## src/rtl/mx_mac_pkg.sv

```systemverilog
package mx_mac_pkg;

  typedef enum logic [2:0] {
    FMT_E4M3  = 3'd0,
    FMT_E5M2  = 3'd1,
    FMT_E3M2  = 3'd2,
    FMT_E2M3  = 3'd3,
    FMT_E2M1  = 3'd4,
    FMT_INT8  = 3'd5,
    FMT_INT8S = 3'd6,
    FMT_RSVD  = 3'd7
  } mx_fmt_e;

  typedef enum logic [1:0] {
    RND_NEAR_EVEN = 2'd0,
    RND_ZERO      = 2'd1,
    RND_UP        = 2'd2,
    RND_DOWN      = 2'd3
  } mx_rnd_e;

  typedef struct packed {
    mx_fmt_e fmt;
    mx_rnd_e rnd;
    logic    wrap;
  } mx_cfg_t;

  typedef enum logic {
    ST_IDLE = 1'b0,
    ST_BUSY = 1'b1
  } mx_state_e;

  localparam logic [6:0] OPC_MX   = 7'h0b;
  localparam logic [2:0] OP_SETUP = 3'd0;
  localparam logic [2:0] OP_SCALE = 3'd1;
  localparam logic [2:0] OP_STEP  = 3'd2;
  localparam logic [2:0] OP_READ  = 3'd3;

  localparam int SCALE_BIAS = 127;

endpackage

```

## src/rtl/mx_elem_decode.sv

```systemverilog
module mx_elem_decode
  import mx_mac_pkg::*;
(
  input  mx_fmt_e            fmt,
  input  logic [7:0]         code,
  output logic               neg,
  output logic [7:0]         mag,
  output logic signed [6:0]  expo
);

  logic [4:0] efield;
  logic [3:0] mfield;
  int         mbits;
  int         bias;
  logic       is_fp;

  always_comb begin
    efield = '0;
    mfield = '0;
    mbits  = 0;
    bias   = 0;
    is_fp  = 1'b1;
    neg    = code[7];
    unique case (fmt)
      FMT_E4M3: begin efield = {1'b0, code[6:3]}; mfield = {1'b0, code[2:0]}; mbits = 3; bias = 7;  end
      FMT_E5M2: begin efield = code[6:2];          mfield = {2'b0, code[1:0]}; mbits = 2; bias = 15; end
      FMT_E3M2: begin neg = code[5]; efield = {2'b0, code[4:2]}; mfield = {2'b0, code[1:0]}; mbits = 2; bias = 3; end
      FMT_E2M3: begin neg = code[5]; efield = {3'b0, code[4:3]}; mfield = {1'b0, code[2:0]}; mbits = 3; bias = 1; end
      FMT_E2M1: begin neg = code[3]; efield = {3'b0, code[2:1]}; mfield = {3'b0, code[0]};   mbits = 1; bias = 1; end
      default:  is_fp = 1'b0;
    endcase

    if (is_fp) begin
      if (efield == '0) begin
        mag  = {4'b0, mfield};
        expo = 7'(1 - bias - mbits);
      end else begin
        mag  = {4'b0, mfield} | (8'd1 << mbits);
        expo = 7'(int'(efield) - bias - mbits);
      end
    end else begin
      expo = '0;
      mag  = code[7] ? 8'(-code) : code;
      if (fmt == FMT_INT8S && code == 8'h80) mag = 8'd127;
    end
  end

endmodule

```

## src/rtl/mx_term_conv.sv

```systemverilog
module mx_term_conv
  import mx_mac_pkg::*;
#(
  parameter int FRAC   = 8,
  parameter int ACC_W  = 32,
  localparam int TERM_W = ACC_W + 2,
  localparam int MAX_L  = ACC_W + 1,
  localparam int MAX_R  = 31
) (
  input  logic               neg_a,
  input  logic [7:0]         mag_a,
  input  logic signed [6:0]  exp_a,
  input  logic               neg_b,
  input  logic [7:0]         mag_b,
  input  logic signed [6:0]  exp_b,
  input  logic [7:0]         scale_a,
  input  logic [7:0]         scale_b,
  input  mx_rnd_e            rnd,
  output logic signed [TERM_W-1:0] term
);

  localparam logic [63:0] CAP = 64'd1 << ACC_W;

  logic [15:0] prod;
  logic        neg;
  int          shamt;
  int          sr;
  logic [63:0] wide;
  logic [63:0] quo;
  logic [63:0] rem;
  logic [63:0] half;
  logic        bump;
  logic [ACC_W:0] res_mag;

  always_comb begin
    prod  = 16'(mag_a) * 16'(mag_b);
    neg   = neg_a ^ neg_b;
    shamt = int'(exp_a) + int'(exp_b) + int'(scale_a) + int'(scale_b)
          - 2 * SCALE_BIAS + FRAC;
    wide  = '0;
    quo   = '0;
    rem   = '0;
    half  = '0;
    bump  = 1'b0;
    sr    = 0;
    if (shamt >= 0) begin
      wide    = 64'(prod) << ((shamt > MAX_L) ? MAX_L : shamt);
      res_mag = (wide > CAP) ? CAP[ACC_W:0] : wide[ACC_W:0];
    end else begin
      sr   = (-shamt > MAX_R) ? MAX_R : -shamt;
      quo  = 64'(prod) >> sr;
      rem  = 64'(prod) & ((64'd1 << sr) - 64'd1);
      half = 64'd1 << (sr - 1);
      unique case (rnd)
        RND_NEAR_EVEN: bump = (rem > half) || ((rem == half) && quo[0]);
        RND_ZERO:      bump = 1'b0;
        RND_UP:        bump = !neg && (rem != '0);
        default:       bump = neg && (rem != '0);
      endcase
      res_mag = quo[ACC_W:0] + (ACC_W+1)'(bump);
    end
    term = neg ? -$signed({1'b0, res_mag}) : $signed({1'b0, res_mag});
  end

endmodule

```

## src/rtl/mx_mac_copro.sv

```systemverilog
module mx_mac_copro
  import mx_mac_pkg::*;
#(
  parameter int LANES  = 4,
  parameter int ELEM_W = 8,
  parameter int ACC_W  = 32,
  parameter int FRAC   = 8,
  localparam int XLEN   = LANES * ELEM_W,
  localparam int LIDX_W = $clog2(LANES),
  localparam int TERM_W = ACC_W + 2,
  localparam int SUM_W  = ACC_W + LIDX_W + 3
) (
  input  logic            clk,
  input  logic            rst_n,
  input  logic            req_valid,
  output logic            req_ready,
  input  logic [31:0]     req_instr,
  input  logic [XLEN-1:0] req_rs1,
  input  logic [XLEN-1:0] req_rs2,
  output logic            resp_valid,
  output logic [ACC_W-1:0] resp_rd
);

  localparam logic signed [SUM_W-1:0] ACC_MAX = {{(SUM_W-ACC_W+1){1'b0}}, {(ACC_W-1){1'b1}}};
  localparam logic signed [SUM_W-1:0] ACC_MIN = {{(SUM_W-ACC_W+1){1'b1}}, {(ACC_W-1){1'b0}}};

  // reset: asserted asynchronously, released on a clock edge
  logic [1:0] rst_sync_q;
  logic       rst_sync_n;
  always_ff @(posedge clk or negedge rst_n) begin
    if (!rst_n) rst_sync_q <= 2'b00;
    else        rst_sync_q <= {rst_sync_q[0], 1'b1};
  end
  assign rst_sync_n = rst_sync_q[1];

  mx_state_e                state_q, state_d;
  logic [LIDX_W-1:0]        lane_q, lane_d;
  mx_cfg_t                  cfg_q, cfg_d;
  logic [7:0]               sca_q, sca_d, scb_q, scb_d;
  logic signed [ACC_W-1:0]  acc_q, acc_d;
  logic signed [SUM_W-1:0]  sum_q, sum_d;
  logic [XLEN-1:0]          opa_q, opa_d, opb_q, opb_d;
  logic                     resp_valid_q, resp_valid_d;
  logic [ACC_W-1:0]         resp_rd_q, resp_rd_d;
  logic cfg_en, sc_en, acc_en, op_en;

  logic       accept, ours;
  logic [2:0] f3;
  logic       unused_instr;
  assign f3           = req_instr[14:12];
  assign ours         = req_instr[6:0] == OPC_MX;
  assign accept       = req_valid && req_ready;
  assign unused_instr = ^{req_instr[31:15], req_instr[11:7]};

  // lane-serial datapath
  logic [ELEM_W-1:0] lane_a [LANES];
  logic [ELEM_W-1:0] lane_b [LANES];
  for (genvar g = 0; g < LANES; g++) begin : g_lane
    assign lane_a[g] = opa_q[g*ELEM_W +: ELEM_W];
    assign lane_b[g] = opb_q[g*ELEM_W +: ELEM_W];
  end

  logic              na, nb;
  logic [7:0]        ma, mb;
  logic signed [6:0] ea, eb;
  logic signed [TERM_W-1:0] term;
  logic signed [SUM_W-1:0]  sum_next;
  logic signed [ACC_W-1:0]  acc_final;

  mx_elem_decode u_dec_a (.fmt(cfg_q.fmt), .code(lane_a[lane_q]), .neg(na), .mag(ma), .expo(ea));
  mx_elem_decode u_dec_b (.fmt(cfg_q.fmt), .code(lane_b[lane_q]), .neg(nb), .mag(mb), .expo(eb));

  mx_term_conv #(.FRAC(FRAC), .ACC_W(ACC_W)) u_term (
    .neg_a(na), .mag_a(ma), .exp_a(ea),
    .neg_b(nb), .mag_b(mb), .exp_b(eb),
    .scale_a(sca_q), .scale_b(scb_q), .rnd(cfg_q.rnd), .term(term)
  );

  always_comb begin
    sum_next = sum_q + SUM_W'(term);
    if (cfg_q.wrap)              acc_final = sum_next[ACC_W-1:0];
    else if (sum_next > ACC_MAX) acc_final = ACC_MAX[ACC_W-1:0];
    else if (sum_next < ACC_MIN) acc_final = ACC_MIN[ACC_W-1:0];
    else                         acc_final = sum_next[ACC_W-1:0];
  end

  assign req_ready = (state_q == ST_IDLE) && rst_sync_n;

  // next state
  always_comb begin
    state_d = state_q;  lane_d = lane_q;
    cfg_d = cfg_q;      sca_d = sca_q;  scb_d = scb_q;
    acc_d = acc_q;      sum_d = sum_q;
    opa_d = opa_q;      opb_d = opb_q;
    resp_valid_d = 1'b0;
    resp_rd_d    = resp_rd_q;
    cfg_en = 1'b0; sc_en = 1'b0; acc_en = 1'b0; op_en = 1'b0;
    if (state_q == ST_IDLE) begin
      if (accept) begin
        resp_valid_d = 1'b1;
        resp_rd_d    = '0;
        if (ours) begin
          unique case (f3)
            OP_SETUP: begin
              cfg_en = 1'b1;
              cfg_d  = '{fmt: mx_fmt_e'(req_rs1[2:0]), rnd: mx_rnd_e'(req_rs1[4:3]), wrap: req_rs1[5]};
              if (req_rs1[6]) begin acc_en = 1'b1; acc_d = '0; end
            end
            OP_SCALE: begin
              sc_en = 1'b1; sca_d = req_rs1[7:0]; scb_d = req_rs2[7:0];
            end
            OP_STEP: begin
              op_en = 1'b1; opa_d = req_rs1; opb_d = req_rs2;
              sum_d = SUM_W'(acc_q);
              lane_d = '0;
              state_d = ST_BUSY;
              resp_valid_d = 1'b0;
            end
            OP_READ: resp_rd_d = acc_q;
            default: ;
          endcase
        end
      end
    end else begin
      sum_d  = sum_next;
      lane_d = lane_q + 1'b1;
      if (lane_q == LIDX_W'(LANES-1)) begin
        acc_en = 1'b1; acc_d = acc_final;
        state_d = ST_IDLE;
        resp_valid_d = 1'b1;
        resp_rd_d = '0;
      end
    end
  end

  // registers
  always_ff @(posedge clk or negedge rst_sync_n) begin
    if (!rst_sync_n) begin
      state_q <= ST_IDLE;  lane_q <= '0;
      cfg_q   <= '{fmt: FMT_E4M3, rnd: RND_NEAR_EVEN, wrap: 1'b0};
      sca_q   <= 8'(SCALE_BIAS); scb_q <= 8'(SCALE_BIAS);
      acc_q   <= '0;  sum_q <= '0;
      opa_q   <= '0;  opb_q <= '0;
      resp_valid_q <= 1'b0; resp_rd_q <= '0;
    end else begin
      state_q <= state_d;
      lane_q  <= lane_d;
      sum_q   <= sum_d;
      resp_valid_q <= resp_valid_d;
      resp_rd_q    <= resp_rd_d;
      if (cfg_en) cfg_q <= cfg_d;
      if (sc_en)  begin sca_q <= sca_d; scb_q <= scb_d; end
      if (acc_en) acc_q <= acc_d;
      if (op_en)  begin opa_q <= opa_d; opb_q <= opb_d; end
    end
  end

  assign resp_valid = resp_valid_q;
  assign resp_rd    = resp_rd_q;

endmodule

```

## config.mk

```make
export PLATFORM = sky130hd
export DESIGN_NAME = mx_mac_copro
export DESIGN_NICKNAME = d
export VERILOG_FILES = /design/src/rtl/mx_mac_pkg.sv /design/src/rtl/mx_elem_decode.sv /design/src/rtl/mx_term_conv.sv /design/src/rtl/mx_mac_copro.sv
export SDC_FILE = /design/constraint.sdc
export NUM_CORES = 1
export LEC_CHECK = 0
export BUFFER_PORTS_ARGS = -buffer_cell sky130_fd_sc_hd__buf_4
export CAP_MARGIN = 5
export CORE_ASPECT_RATIO = 1.25
export CORE_UTILIZATION = 30
export DETAILED_ROUTE_END_ITERATION = 6
export PLACE_DENSITY = 0.45
export SYNTH_ARGS = -nofsm -noshare
export SYNTH_HDL_FRONTEND = slang
export SYNTH_SLANG_ARGS = --single-unit
```

## constraint.sdc

```tcl
create_clock -name clk -period 7.35 [get_ports clk]
set_clock_uncertainty 0.1 [all_clocks]
set_input_delay 1.47 -clock clk [delete_from_list [all_inputs] [get_ports clk]]
set_output_delay 1.47 -clock clk [all_outputs]
set_load 0.01 [all_outputs]
```

==> out/qor.csv <==
stage,metric,value,unit
global_routing,first_global_vias,23412,
cells_and_area,finalNonFillerCells,4185,
clock_tree,cts-buffers-inserted,17,
setup_path,cp_top_family,compound AO/OA/AOI/OAI gates,
setup_path,worstSetupStartpointType,flop,
pwr,switching_share,42.3,%
pwr,ir_worst_vdd,174,uV
logic_synthesis,synth.area.top_cells,"dfrtp_1, ha_1, nand2_1",
min_path,hold_path_end,rst_sync_q[1],
route,wirelength,84100,microns
setup_path,cp_slowest_cell,or4b_2,
setup_path,arrival,16.95,ns
sta,max_freq,59.9,MHz
cells_and_area,drive_above_1_share,41.0,%
logic_synthesis,netlist_instances,2438,
logic_synthesis,ys_async_sr_fraction,100,%
logic_synthesis,synth-main-ff-cell,dfrtp_1,
die,fp-row-count,106,
die,die_y,293,microns
sta,worstMarginPinSlew,0.908,ns
setup_path,endpoint_kind,flop,
cells_and_area,final_core_util,45.4,%
die,io_pins,133,
route,via_per_inst,5.28,
logic_synthesis,ys_seq_area_share,23.8,%
pwr,pwr-share-comb,67.1,%
flow_run,max_cap_violations,0,
logic_synthesis,syn_avg_cell_area,8.35,sq um
cells_and_area,fill_cells,6547,
logic_synthesis,synth_top_area_share,22.0,%
global_routing,grt_max_degree,78,
clock_tree,ctsHoldBuffers,0,
min_path,hold_class,flop to flop,
pwr,total_power,0.00663,W
status,violations,"design-rule violations, negative setup slack",
clock_tree,clk_latency,0.47,ns
min_path,min_path_cells,0,
global_routing,grt_first_pass_wirelength,132000,microns
status,status,"complete, but fails checks",
pwr,p_leak,14.8,nW
pwr,pwr-share-clk,15.0,%
logic_synthesis,yosysUniqueCellTypes,109,
placed_design,io_buffers,110,
sta,holdWs,0.262,ns
die,die_x,235,microns
die,coreArea,67000,sq um
setup_path,crit_fanout,10,
sta,final.period_utilization,227,%
route,drtIter0Drc,1080,
setup_path,max_stage_delay,0.64,ns
logic_synthesis,synth_nets,2723,
pwr,power_density,218,nW/um^2
logic_synthesis,yosysWarnings,0,
setup_path,regToRegStartpoint,lane_q[0],
setup_path,r2r_end,acc_q[7],
sta,rsz0062_at_grt,yes,
logic_synthesis,synth_top_cell_by_area,dfrtp_1,
clock_tree,clkSlewWorstSetupHoldPaths,0.08,ns
setup_path,rr_worst_depth,88,
logic_synthesis,yosysMostFrequentCell,nand2_1,
sta,slew_viol_final,0,
placed_design,hpwl,66900,microns
placed_design,place_inst,4066,
logic_synthesis,ys_ff_latch,193,
route,wire_per_inst,20.1,microns
cells_and_area,area_delta_synth_final,49.5,%
route,detail-route-antenna-nets,0,
pwr,power.switching,0.00281,W
clock_tree,h-tree-depth,4,
sta,slew_headroom,39.5,%
sta,setup_viol,69,
die,start_util,30.4,%
sta,fin_ws,-9.35,ns
setup_path,cp_common_cell,buf_4,
pwr,p_int,0.00383,W
route,vias,22117,
route,drc,1,
logic_synthesis,synth-edff-count,0,
sta,fin_crit,16.70,ns
placed_design,place_congestion,0.935,
global_routing,antenna_found_initial,1,
clock_tree,cts.sinks,193,
clock_tree,root_buffer,clkbuf_16,
logic_synthesis,netlist_area,20400,sq um
sta,finalHoldViolations,0,
global_routing,grt_overflow_total,0,
clock_tree,tritoncts,built,
setup_path,worst-path-buf-inv,32,
pwr,power_frac_seq,17.9,%
global_routing,grt.total_usage,24.2,%
logic_synthesis,synthTopCellsByCount,"nand2_1, nor2_1, dfrtp_1",
clock_tree,cts_max_path_buffers,2,
setup_path,crit_required,7.60,ns
setup_path,r2r_slack,-9.35,ns
sta,setup_tns,-568.92,ns
setup_path,worst-setup-path-type,flop to flop,
cells_and_area,nets,3592,
die,die_area,68900,sq um
route,first_pass_iters,7,
min_path,min-delay-start,rst_sync_q[0],
## timing repair
action	4_1_cts	5_1_grt
gates resized for setup	106	134
hold endpoints to repair	0	0
gates cloned	3	1
setup buffers	65	24
setup endpoints to repair	69	69
pin swaps	51	55
## layer usage
layer / track usage, % / routed length, microns / share of wire [%] / vias to the layer above
met2: 46.5 / 45000 / 53 / 454
met3: 1.63 / 2250 / 2.7 / 133
li1: - / - / - / 10623
met4: 8.91 / 3070 / 3.6 / 0
met1: 28.0 / 33900 / 40 / 10907
met5: 0 / 0 / 0 / -
## final cells by class
cell class	count	area [sq um]	area share [%]
Timing Repair Buffer	965	7530	24.7
Inverter	141	538	1.77
Multi-Input combinational cell	1989	15800	51.9
Clock buffer	17	425	1.40
Antenna cell	1	2.50	0.00822
Sequential cell	193	4850	15.9
Tap cell	864	1080	3.55
Clock inverter	15	203	0.666
## flip-flops by register name, summed over array words and instances (netlist names), 6 cells and up
register	flops
sca_q	8
scb_q	8
opa_q	32
cfg_q	6
opb_q	32
resp_rd	32
sum_q	37
acc_q	32
## kinds of logic after synthesis
group | after synthesis | share of synthesized area [%]
multiplexers | 163 | 9.61
buffers and inverters | 256 | 5.03
adder cells (fa/ha/maj) | 186 | 13.3
AND/OR/NAND/NOR | 864 | 20.8
other | 1 | 0.0184
XOR/XNOR | 120 | 5.31
flip-flops | 193 | 23.8
AO/OA/AOI/OAI | 655 | 22.1
## cells in the final DEF, fill, tap and decap left out, types with 47 or more instances in the layout
master	n
a21oi_1	113
buf_4	926
dfrtp_1	176
fa_1	48
ha_1	121
inv_1	126
mux2_2	80
mux2i_1	64
nand2_1	270
nand3_1	53
nor2_1	184
nor3_1	47
o21ai_0	110
xnor2_1	47
## worst max path at each step
stage                          from        end  slack, ns  cells past startpoint
after global placement    lane_q[0]  acc_q[30]      -9.34                     89
after detailed placement  lane_q[0]   acc_q[4]      -9.59                     87
after floorplan           lane_q[0]  acc_q[10]      -8.92                     90
after CTS                 lane_q[0]  acc_q[28]      -9.17                     90
final                     lane_q[0]   acc_q[7]      -9.35                     88
after global routing      lane_q[0]  acc_q[28]     -10.16                     92
## power groups by stage
stage	clock [W]	sequential, W	combinational (W)
floorplan	0	0.00119	0.00191
global placement	0	0.00121	0.00369
detailed placement	0	0.00121	0.00371
CTS	0.00101	0.00119	0.00418
global route	0.00105	0.00120	0.00476
finish	0.000992	0.00119	0.00445
## metrics by stage
| stage | area [sq um] | setup WS (ns) |
|---|---|---|
| floorplan | 20700 | -8.92 |
| global placement | 28000 | -9.34 |
| detailed placement | 28000 | -9.59 |
| CTS | 29700 | -9.17 |
| global route | 30400 | -10.16 |
| finish | 30400 | -9.35 |
(Power assumes the default switching activity.)
